$ cat src/rtl/tbw_pkg.sv
package tbw_pkg;
  typedef enum logic [3:0] {
    OP_NOP     = 4'd0,
    OP_TB_ON   = 4'd1,
    OP_TB_OFF  = 4'd2,
    OP_WD_ON   = 4'd3,
    OP_WD_OFF  = 4'd4,
    OP_CLEAR   = 4'd5,
    OP_TONE_ON = 4'd6,
    OP_TONE_OFF= 4'd7,
    OP_TONE_LO = 4'd8,
    OP_TONE_HI = 4'd9,
    OP_IRQ_ON  = 4'd10,
    OP_IRQ_OFF = 4'd11,
    OP_RATE    = 4'd12,
    OP_SLEEP   = 4'd13,
    OP_WAKE    = 4'd14
  } tbw_op_e;
endpackage

$ cat src/rtl/tbw_ctrl.sv
module tbw_ctrl
  import tbw_pkg::*;
#(
  parameter int SEL_W = 3
) (
  input  logic             clk,
  input  logic             rst_n,
  input  logic             cmd_stb,
  input  logic [3:0]       cmd_op,
  input  logic [SEL_W-1:0] cmd_arg,
  output logic             tb_en,
  output logic             wd_en,
  output logic             tone_en,
  output logic             tone_fast,
  output logic             irq_en,
  output logic             sleep,
  output logic [SEL_W-1:0] rate_sel,
  output logic             clr
);
  tbw_op_e op;
  assign op  = tbw_op_e'(cmd_op);
  // clear acts in the same edge that samples the strobe
  assign clr = cmd_stb && (op == OP_CLEAR);

  always_ff @(posedge clk or negedge rst_n) begin
    if (!rst_n) begin
      tb_en     <= 1'b0;
      wd_en     <= 1'b0;
      tone_en   <= 1'b0;
      tone_fast <= 1'b0;
      irq_en    <= 1'b0;
      sleep     <= 1'b0;
      rate_sel  <= '0;
    end else if (cmd_stb) begin
      case (op)
        OP_TB_ON:    tb_en     <= 1'b1;
        OP_TB_OFF:   tb_en     <= 1'b0;
        OP_WD_ON:    wd_en     <= 1'b1;
        OP_WD_OFF:   wd_en     <= 1'b0;
        OP_TONE_ON:  tone_en   <= 1'b1;
        OP_TONE_OFF: tone_en   <= 1'b0;
        OP_TONE_LO:  tone_fast <= 1'b0;
        OP_TONE_HI:  tone_fast <= 1'b1;
        OP_IRQ_ON:   irq_en    <= 1'b1;
        OP_IRQ_OFF:  irq_en    <= 1'b0;
        OP_RATE:     rate_sel  <= cmd_arg;
        OP_SLEEP:    sleep     <= 1'b1;
        OP_WAKE:     sleep     <= 1'b0;
        default: ;
      endcase
    end
  end
endmodule

$ cat src/rtl/tbw_prescaler.sv
module tbw_prescaler #(
  parameter int PRESC_W   = 15,
  parameter int NUM_RATES = 8,
  parameter int SEL_W     = 3
) (
  input  logic             clk,
  input  logic             rst_n,
  input  logic             run,
  input  logic             clr,
  input  logic [SEL_W-1:0] sel,
  output logic             tick
);
  logic [PRESC_W-1:0]   cnt_q;
  logic [NUM_RATES-1:0] tap_hit;

  always_ff @(posedge clk or negedge rst_n) begin
    if (!rst_n)   cnt_q <= '0;
    else if (clr) cnt_q <= '0;
    else if (run) cnt_q <= cnt_q + 1'b1;
  end

  // rate code g: low PRESC_W-g bits all ones, period 2^(PRESC_W-g)
  for (genvar g = 0; g < NUM_RATES; g++) begin : g_tap
    localparam int TOP = PRESC_W - 1 - g;
    assign tap_hit[g] = &cnt_q[TOP:0];
  end

  assign tick = run && tap_hit[sel];

  assert_halt_R9: assert property (@(posedge clk) disable iff (!rst_n)
    (!run && !clr) |=> $stable(cnt_q));
  assert_clear_R5: assert property (@(posedge clk) disable iff (!rst_n)
    clr |=> (cnt_q == '0));
endmodule

$ cat src/rtl/tbw_event.sv
module tbw_event #(
  parameter int WDT_TICKS = 4,
  localparam int WDT_W    = (WDT_TICKS > 1) ? $clog2(WDT_TICKS) : 1
) (
  input  logic clk,
  input  logic rst_n,
  input  logic tick,
  input  logic tb_en,
  input  logic wd_en,
  input  logic clr,
  output logic flag
);
  logic [WDT_W-1:0] wd_cnt;
  logic             wd_wrap;

  assign wd_wrap = wd_en && tick && (wd_cnt == WDT_W'(WDT_TICKS - 1));

  always_ff @(posedge clk or negedge rst_n) begin
    if (!rst_n) begin
      wd_cnt <= '0;
      flag   <= 1'b0;
    end else if (clr) begin
      wd_cnt <= '0;
      flag   <= 1'b0;
    end else begin
      if (wd_en && tick) wd_cnt <= wd_wrap ? '0 : wd_cnt + 1'b1;
      if ((tb_en && tick) || wd_wrap) flag <= 1'b1;
    end
  end

  assert_flag_hold_R5: assert property (@(posedge clk) disable iff (!rst_n)
    (flag && !clr) |=> flag);
  assert_flag_cause_R3: assert property (@(posedge clk) disable iff (!rst_n)
    $rose(flag) |-> $past(tick));
endmodule

$ cat src/rtl/tbw_tone.sv
module tbw_tone #(
  parameter int DIV_W = 4
) (
  input  logic clk,
  input  logic rst_n,
  input  logic active,
  input  logic fast,
  output logic buzz_p,
  output logic buzz_n
);
  logic [DIV_W-1:0] div_q;
  logic             phase;

  always_ff @(posedge clk or negedge rst_n) begin
    if (!rst_n)       div_q <= '0;
    else if (active)  div_q <= div_q + 1'b1;
    else              div_q <= '0;
  end

  assign phase  = fast ? div_q[DIV_W-2] : div_q[DIV_W-1];
  assign buzz_p = active && phase;
  assign buzz_n = active && !phase;
endmodule

$ cat src/rtl/tbw_timer.sv
module tbw_timer #(
  parameter int PRESC_W    = 15,
  parameter int NUM_RATES  = 8,
  parameter int WDT_TICKS  = 4,
  parameter int TONE_DIV_W = 4,
  localparam int SEL_W     = $clog2(NUM_RATES)
) (
  input  logic             clk,
  input  logic             rst_n,
  input  logic             cmd_stb,
  input  logic [3:0]       cmd_op,
  input  logic [SEL_W-1:0] cmd_arg,
  output logic             irq_n,
  output logic             buzz_p,
  output logic             buzz_n
);
  logic tb_en, wd_en, tone_en, tone_fast, irq_en, sleep, clr, tick, flag;
  logic [SEL_W-1:0] rate_sel;
  logic run, tone_act;

  tbw_ctrl #(.SEL_W(SEL_W)) u_ctrl (
    .clk(clk), .rst_n(rst_n), .cmd_stb(cmd_stb), .cmd_op(cmd_op),
    .cmd_arg(cmd_arg), .tb_en(tb_en), .wd_en(wd_en), .tone_en(tone_en),
    .tone_fast(tone_fast), .irq_en(irq_en), .sleep(sleep),
    .rate_sel(rate_sel), .clr(clr)
  );

  assign run      = (tb_en || wd_en) && !sleep;
  assign tone_act = tone_en && !sleep;

  tbw_prescaler #(.PRESC_W(PRESC_W), .NUM_RATES(NUM_RATES), .SEL_W(SEL_W)) u_presc (
    .clk(clk), .rst_n(rst_n), .run(run), .clr(clr), .sel(rate_sel), .tick(tick)
  );

  tbw_event #(.WDT_TICKS(WDT_TICKS)) u_event (
    .clk(clk), .rst_n(rst_n), .tick(tick), .tb_en(tb_en), .wd_en(wd_en),
    .clr(clr), .flag(flag)
  );

  tbw_tone #(.DIV_W(TONE_DIV_W)) u_tone (
    .clk(clk), .rst_n(rst_n), .active(tone_act), .fast(tone_fast),
    .buzz_p(buzz_p), .buzz_n(buzz_n)
  );

  assign irq_n = !(flag && irq_en);

  assert_pair_compl_R7: assert property (@(posedge clk) disable iff (!rst_n)
    tone_act |-> (buzz_p != buzz_n));
  assert_pair_quiet_R8: assert property (@(posedge clk) disable iff (!rst_n)
    !tone_en |-> (!buzz_p && !buzz_n));
  assert_irq_mask_R6: assert property (@(posedge clk) disable iff (!rst_n)
    !irq_en |-> irq_n);
  assert_no_tick_idle_R4: assert property (@(posedge clk) disable iff (!rst_n)
    (!tb_en && !wd_en) |-> !tick);
endmodule

$ cat config.mk
export PLATFORM = sky130hd
export DESIGN_NAME = tbw_timer
export DESIGN_NICKNAME = d
export VERILOG_FILES = /design/src/rtl/tbw_pkg.sv /design/src/rtl/tbw_ctrl.sv /design/src/rtl/tbw_prescaler.sv /design/src/rtl/tbw_event.sv /design/src/rtl/tbw_tone.sv /design/src/rtl/tbw_timer.sv
export SDC_FILE = /design/constraint.sdc
export NUM_CORES = 1
export LEC_CHECK = 0
export ABC_AREA = 1
export BUFFER_PORTS_ARGS = -buffer_cell sky130_fd_sc_hd__buf_2
export CAP_MARGIN = 20
export CORE_UTILIZATION = 63
export DETAILED_ROUTE_END_ITERATION = 10
export PLACE_DENSITY = 0.83
export SLEW_MARGIN = 10
export SYNTH_ARGS = -nofsm -noshare
export SYNTH_HDL_FRONTEND = slang
export SYNTH_SLANG_ARGS = --single-unit
$ cat constraint.sdc
create_clock -name clk -period 4.2 [get_ports clk]
set_input_delay 0.84 -clock clk [delete_from_list [all_inputs] [get_ports clk]]
set_output_delay 0.84 -clock clk [all_outputs]
set_load 0.005 [all_outputs]
# Word-level counts from Yosys, hierarchy flattened
# Cells that the tools add are included.
word_totals:
  register_bits: 31
  in_bits: 10
  elab_cells: 86
  out_inout_bits: 3
op_classes:
  n_addsub: 3
  reduce_logical: 39
  eq_ne: 15
  muxes: 17
  magnitude_cmp: 1
op_table:
  columns: ["operator", "count"]
  rows:
  - ["$mux W15", 2]
  - ["$eq A4 B4 Y1 const B", 7]
  - ["$reduce_bool A2 Y1", 9]
  - ["$eq A4 B3 Y1 const B", 4]
  - ["$add A15 B1 Y15 const B", 1]
  - ["$reduce_and A15 Y1", 1]
  - ["$reduce_and A14 Y1", 1]
  - ["$reduce_and A2 Y1", 7]
  - ["$reduce_and A13 Y1", 1]
  - ["$pmux W1 S2", 6]
  - ["$reduce_and A12 Y1", 1]
  - ["$reduce_and A11 Y1", 1]
  - ["$logic_and A1 B1 Y1", 10]
  - ["$reduce_and A10 Y1", 1]
  - ["$reduce_and A9 Y1", 1]
  - ["$eq A4 B2 Y1 const B", 2]
  - ["$reduce_and A8 Y1", 1]
  - ["$mux W2", 3]
  - ["$add A4 B1 Y4 const B", 1]
  - ["$eq A4 B1 Y1 const B", 1]
  - ["$lt A3 B4 Y1 const B", 1]
  - ["$mux W1", 4]
  - ["$mux W4", 1]
  - ["$bmux W1 S3", 1]
  - ["4 further kinds", 7]

# Longest topological paths before layout
depth:
  depth_word: 9
  depth_mapped: 15
  ltp_nobuf: 15

# By module
# Synthesis repeated with hierarchy kept, for this count alone.
unflattened:
  hier_cells: 245
  hier_area_um2: 1754.2
by_module_without_submodules:
  columns: ["mod", "n_inst", "cells_each", "area_per_inst_um2"]
  rows:
  - ["tbw_prescaler", 1, 140, 950.9]
  - ["tbw_ctrl", 1, 58, 442.9]
  - ["tbw_tone", 1, 22, 183.9]
  - ["tbw_event", 1, 20, 157.7]
  - ["tbw_timer", 1, 5, 18.8]

# Least setup slack after synthesis
# No wires, ideal clock.
synth_path:
  path_type: "register -> output"
  startpoint: "reg u_tone.div_q[2]"
  endpoint: "out buzz_n"
  t_arrival_ns: 0.907
  path_slack_ns: 2.453
  n_path_buf: 0
  stages_incl_launch_ff: 5
  t_required_ns: 3.360
  cell_sequence: "dfrtp_1 or2_2 o21ai_0 inv_1 nor2_1"
synth_between:
  elab_chain_len: 3
synth_rtl:
  columns: ["element", "line_no", "rtl"]
  rows:
  - ["start, declared", "tbw_tone.sv:11", "logic [DIV_W-1:0] div_q;"]
  - ["start signal, assigned", "tbw_tone.sv:16", "else if (active) div_q <= div_q + 1'b1;"]
  - ["$mux W1", "tbw_tone.sv:20", "assign phase = fast ? div_q[DIV_W-2] : div_q[DIV_W-1];"]
  - ["$logic_not A1 Y1", "tbw_tone.sv:22", "assign buzz_n = active && !phase;"]
  - ["$logic_and A1 B1 Y1", "tbw_tone.sv:22", null]
  - ["end, declared", "tbw_timer.sv:15", "output logic buzz_n"]
# No other way between the ends.

# Worst setup path in the final report
# Ends and elaborated chain as after synthesis.

==> key figures <==
Status
  – Outcome: complete, no violations

Timing
  – F_max: 442 MHz
  – Final hold violations: 0
  – TNS Setup: 0 ps
  – Final Cycle Share: between 50% and 60%
  – Pin slew with the least headroom to its limit: 669 ps
  – Minimum clock period: 2260 ps
  – Max-slew headroom: approximately 55%
  – Post-Route Skew: a little over 8 ps
  – Final Max Slew Viols: 0
  – RSZ-0062 raised after global routing: no
  – Final setup fails: 0

Placed design
  – Post-DP HPWL: between 2000 and 2500 um
  – Post-DP Area: 0.00178 sq mm
  – I/O Buffers: 12
  – Placed Cells: 252
  – Gpl congestion: 0.872

Route
  – Iter 0 DRT Violations: 49
  – Vias per cell: 5.59
  – Drt drc: 0
  – Routed wire length: 3280 um
  – DRT antenna net count: 0
  – DR pass1 iterations: 5
  – Vias post-DR: 1,453
  – Routed length per instance: 12.6 um

Layout
  – Fill count: 194
  – Post-route cell area: 0.00185 sq mm
  – Multi-input gate area: 774 sq um
  – Number of diodes: 0
  – Area delta synth->final: 9.65%
  – Commonest cells after routing, fill and taps aside: 39 x nand2_1, 31 x dfrtp_1, 30 x inv_1
  – Most common cell after layout, fill and taps aside: nand2_1
  – Core Util, Final: about three quarters
  – Final net count: roughly 240
  – Register area: 776 sq um
  – Share of layout cells above drive strength 1: 18.7%
  – Final cell count without fillers: 260

Clocking
  – Clk Latency, worst-skew pair: 330 ps
  – Worst-path clk slew: 90 ps
  – CTS buffer count: 5
  – Clk buf depth: 2
  – CTS tree: yes
  – Sinks on Clock Net: 31
  – Cts repair resizes: 0
  – H-tree depth: 2
  – Root buffer cell: clkbuf_4
  – Post-CTS Setup Bufs: 0
  – Post-CTS Hold Buffers: 0

Power
  – Seq pwr share: 49.4%
  – Share of total power in the clock network: a little under a quarter
  – Net switching fraction of the power: a little over a third
  – Pwr dens: 464 mW/mm^2
  – Int Pwr: between 0.5 and 0.6 mW
  – Comb pwr share: a little over a quarter
  – Leakage Power: between 0.9 and 1 nW
  – Worst ir drop on vdd: 335 uV
  – Switching Power: 0.303 mW

Critical path
  – Crit path arrival time: 1420 ps
  – Crit-path max cell delay: 410 ps
  – Req. time, crit path: 3360 ps
  – Slowest cell on crit path: dfrtp_1
  – CP endpoint kind: primary output
  – Crit path launch type: register
  – Crit Path Category: register to primary output
  – CP bufs+invs: 2
  – Crit-path max FO: 3
  – Largest delay contributor family on the critical path: flip-flops
  – Crit-path cells: or2_2, o21ai_0, inv_1, nor2_1, buf_2

Yosys
  – Warnings from Yosys: 0
  – Sequential-to-total area share from yosys stat: 46.0%
  – Cell area after synthesis: 0.00169 sq mm
  – Cells after Synth: 211
  – Net count after synthesis: 225
  – Flops & latches, synth: 31
  – Netlist cell types: 30
  – Mean post-synth cell area: approximately 8 sq um

Floorplan
  – Die Height: ~54 um
  – Ports: 13
  – Die X: 53.7 um
  – Initial core utilization: 67.4%
  – Total core area: 0.00250 sq mm
  – Die area: 0.00289 sq mm
  – Rows: 18

Global route
  – GRT Util Overall: roughly 28%
  – Vias in the first global route: about 1.3k
  – First-pass GRT wire length: roughly 5600 um
  – Initial antenna violation count: 0
  – Largest net degree at the start of global routing: 32
  – GRT overflow: 0

Flow run
  – Max_cap viols: 0

Min path
  – Type of the most critical hold path: register to register
==> power by group through the flow <==
stage	clock network (mW)	registers, mW	logic, mW
floorplan	0	0.416	0.179
global placement	0	0.426	0.222
detailed placement	0	0.430	0.233
CTS	0.202	0.424	0.236
global route	0.215	0.433	0.266
finish	0.200	0.424	0.233
==> kinds of logic after synthesis <==
kind of cell	share of synthesized area (%)
xor+xnor	1.04
buf+inv	8.02
flops	46.0
fa+ha+maj	2.97
compound gates	14.3
simple gates	27.6
==> synth_stat cells <==
library cell	number	share of area, %
nand4_1	2	0.74
a21oi_1	23	6.8
clkbuf_1	1	0.22
nand3b_1	1	0.45
nor2_4	4	2.7
a22oi_1	1	0.45
nand2_4	2	1.3
nor2_1	25	5.6
nor2_2	2	0.74
o21ai_1	1	0.30
inv_1	30	6.7
xor2_1	1	0.52
nand3_1	10	3.0
a21oi_4	1	0.97
a21oi_2	1	0.52
a31o_2	1	0.52
o21ai_0	11	3.3
nand2_1	39	8.7
nand2_2	4	1.5
dfrtp_1	31	46
or2_2	1	0.37
nor3_2	1	0.59
nor3_1	1	0.30
nor4_1	1	0.37
a31oi_1	4	1.5
inv_2	5	1.1
xnor2_1	1	0.52
nand3_2	1	0.59
nand4_2	1	0.74
ha_1	4	3.0
==> flip-flops by register name (all words and copies together) (netlist names) <==
register,cells
u_event.wd_cnt,2
u_ctrl.irq_en,1
u_ctrl.rate_sel,3
u_event.flag,1
u_ctrl.tone_en,1
u_tone.div_q,4
u_ctrl.tone_fast,1
u_presc.cnt_q,15
u_ctrl.tb_en,1
u_ctrl.wd_en,1
u_ctrl.sleep,1
==> final timing paths <==
| path | slack, ps | from | end | depth (start not counted) |
|---|---|---|---|---|
| hold reg to reg | 460 | u_tone.div_q[0]$_DFF_PN0_ | u_tone.div_q[0]$_DFF_PN0_ | 1 |
| min in group asynchronous | 530 | rst_n | u_presc.cnt_q[11]$_DFFE_PN0P_ | 1 |
| max in group asynchronous | 3240 | rst_n | u_ctrl.tone_fast$_DFFE_PN0P_ | 1 |
| setup / recovery | 1940 | u_tone.div_q[2]$_DFF_PN0_ | buzz_n | 5 |
| setup reg to reg | 2200 | u_presc.cnt_q[1]$_DFFE_PN0P_ | u_event.wd_cnt[1]$_DFFE_PN0P_ | 15 |
| hold / removal | 460 | u_tone.div_q[0]$_DFF_PN0_ | u_tone.div_q[0]$_DFF_PN0_ | 1 |
==> through the flow <==
stage               setup WS (ps)  total power, mW  hold slack, ps
finish                       1940            0.857             465
global route                 1840            0.915             507
CTS                          1920            0.862             469
detailed placement           2040            0.664             457
global placement             2140            0.648             446
floorplan                    2450            0.595             433
==> routing by layer <==
| metal | vias up | part of all wire (%) | track usage (%) |
|---|---|---|---|
| li1 | 716 | - | - |
| met1 | 686 | 43 | 33.5 |
| met2 | 44 | 50 | 46.9 |
| met3 | 7 | 4.1 | 5.08 |
| met4 | 0 | 2.0 | 13.2 |
| met5 | - | 0 | 0 |
==> cell type report <==
cell class | count | area share, %
multi-input cells | 144 | 41.9
well taps | 30 | 2.03
repair buffers | 12 | 3.25
inverters | 35 | 7.11
clock buffers | 8 | 3.72
flip-flops and latches | 31 | 42.0
==> worst reg2reg max path: cells and delay by family, from the launching register on <==
kind	cells	cell delay, ps
fa+ha+maj	2	310
simple gates	9	870
flops	1	380
buf+inv	2	110
compound gates	2	230
No activity file was read; power rests on OpenSTA's default activity.
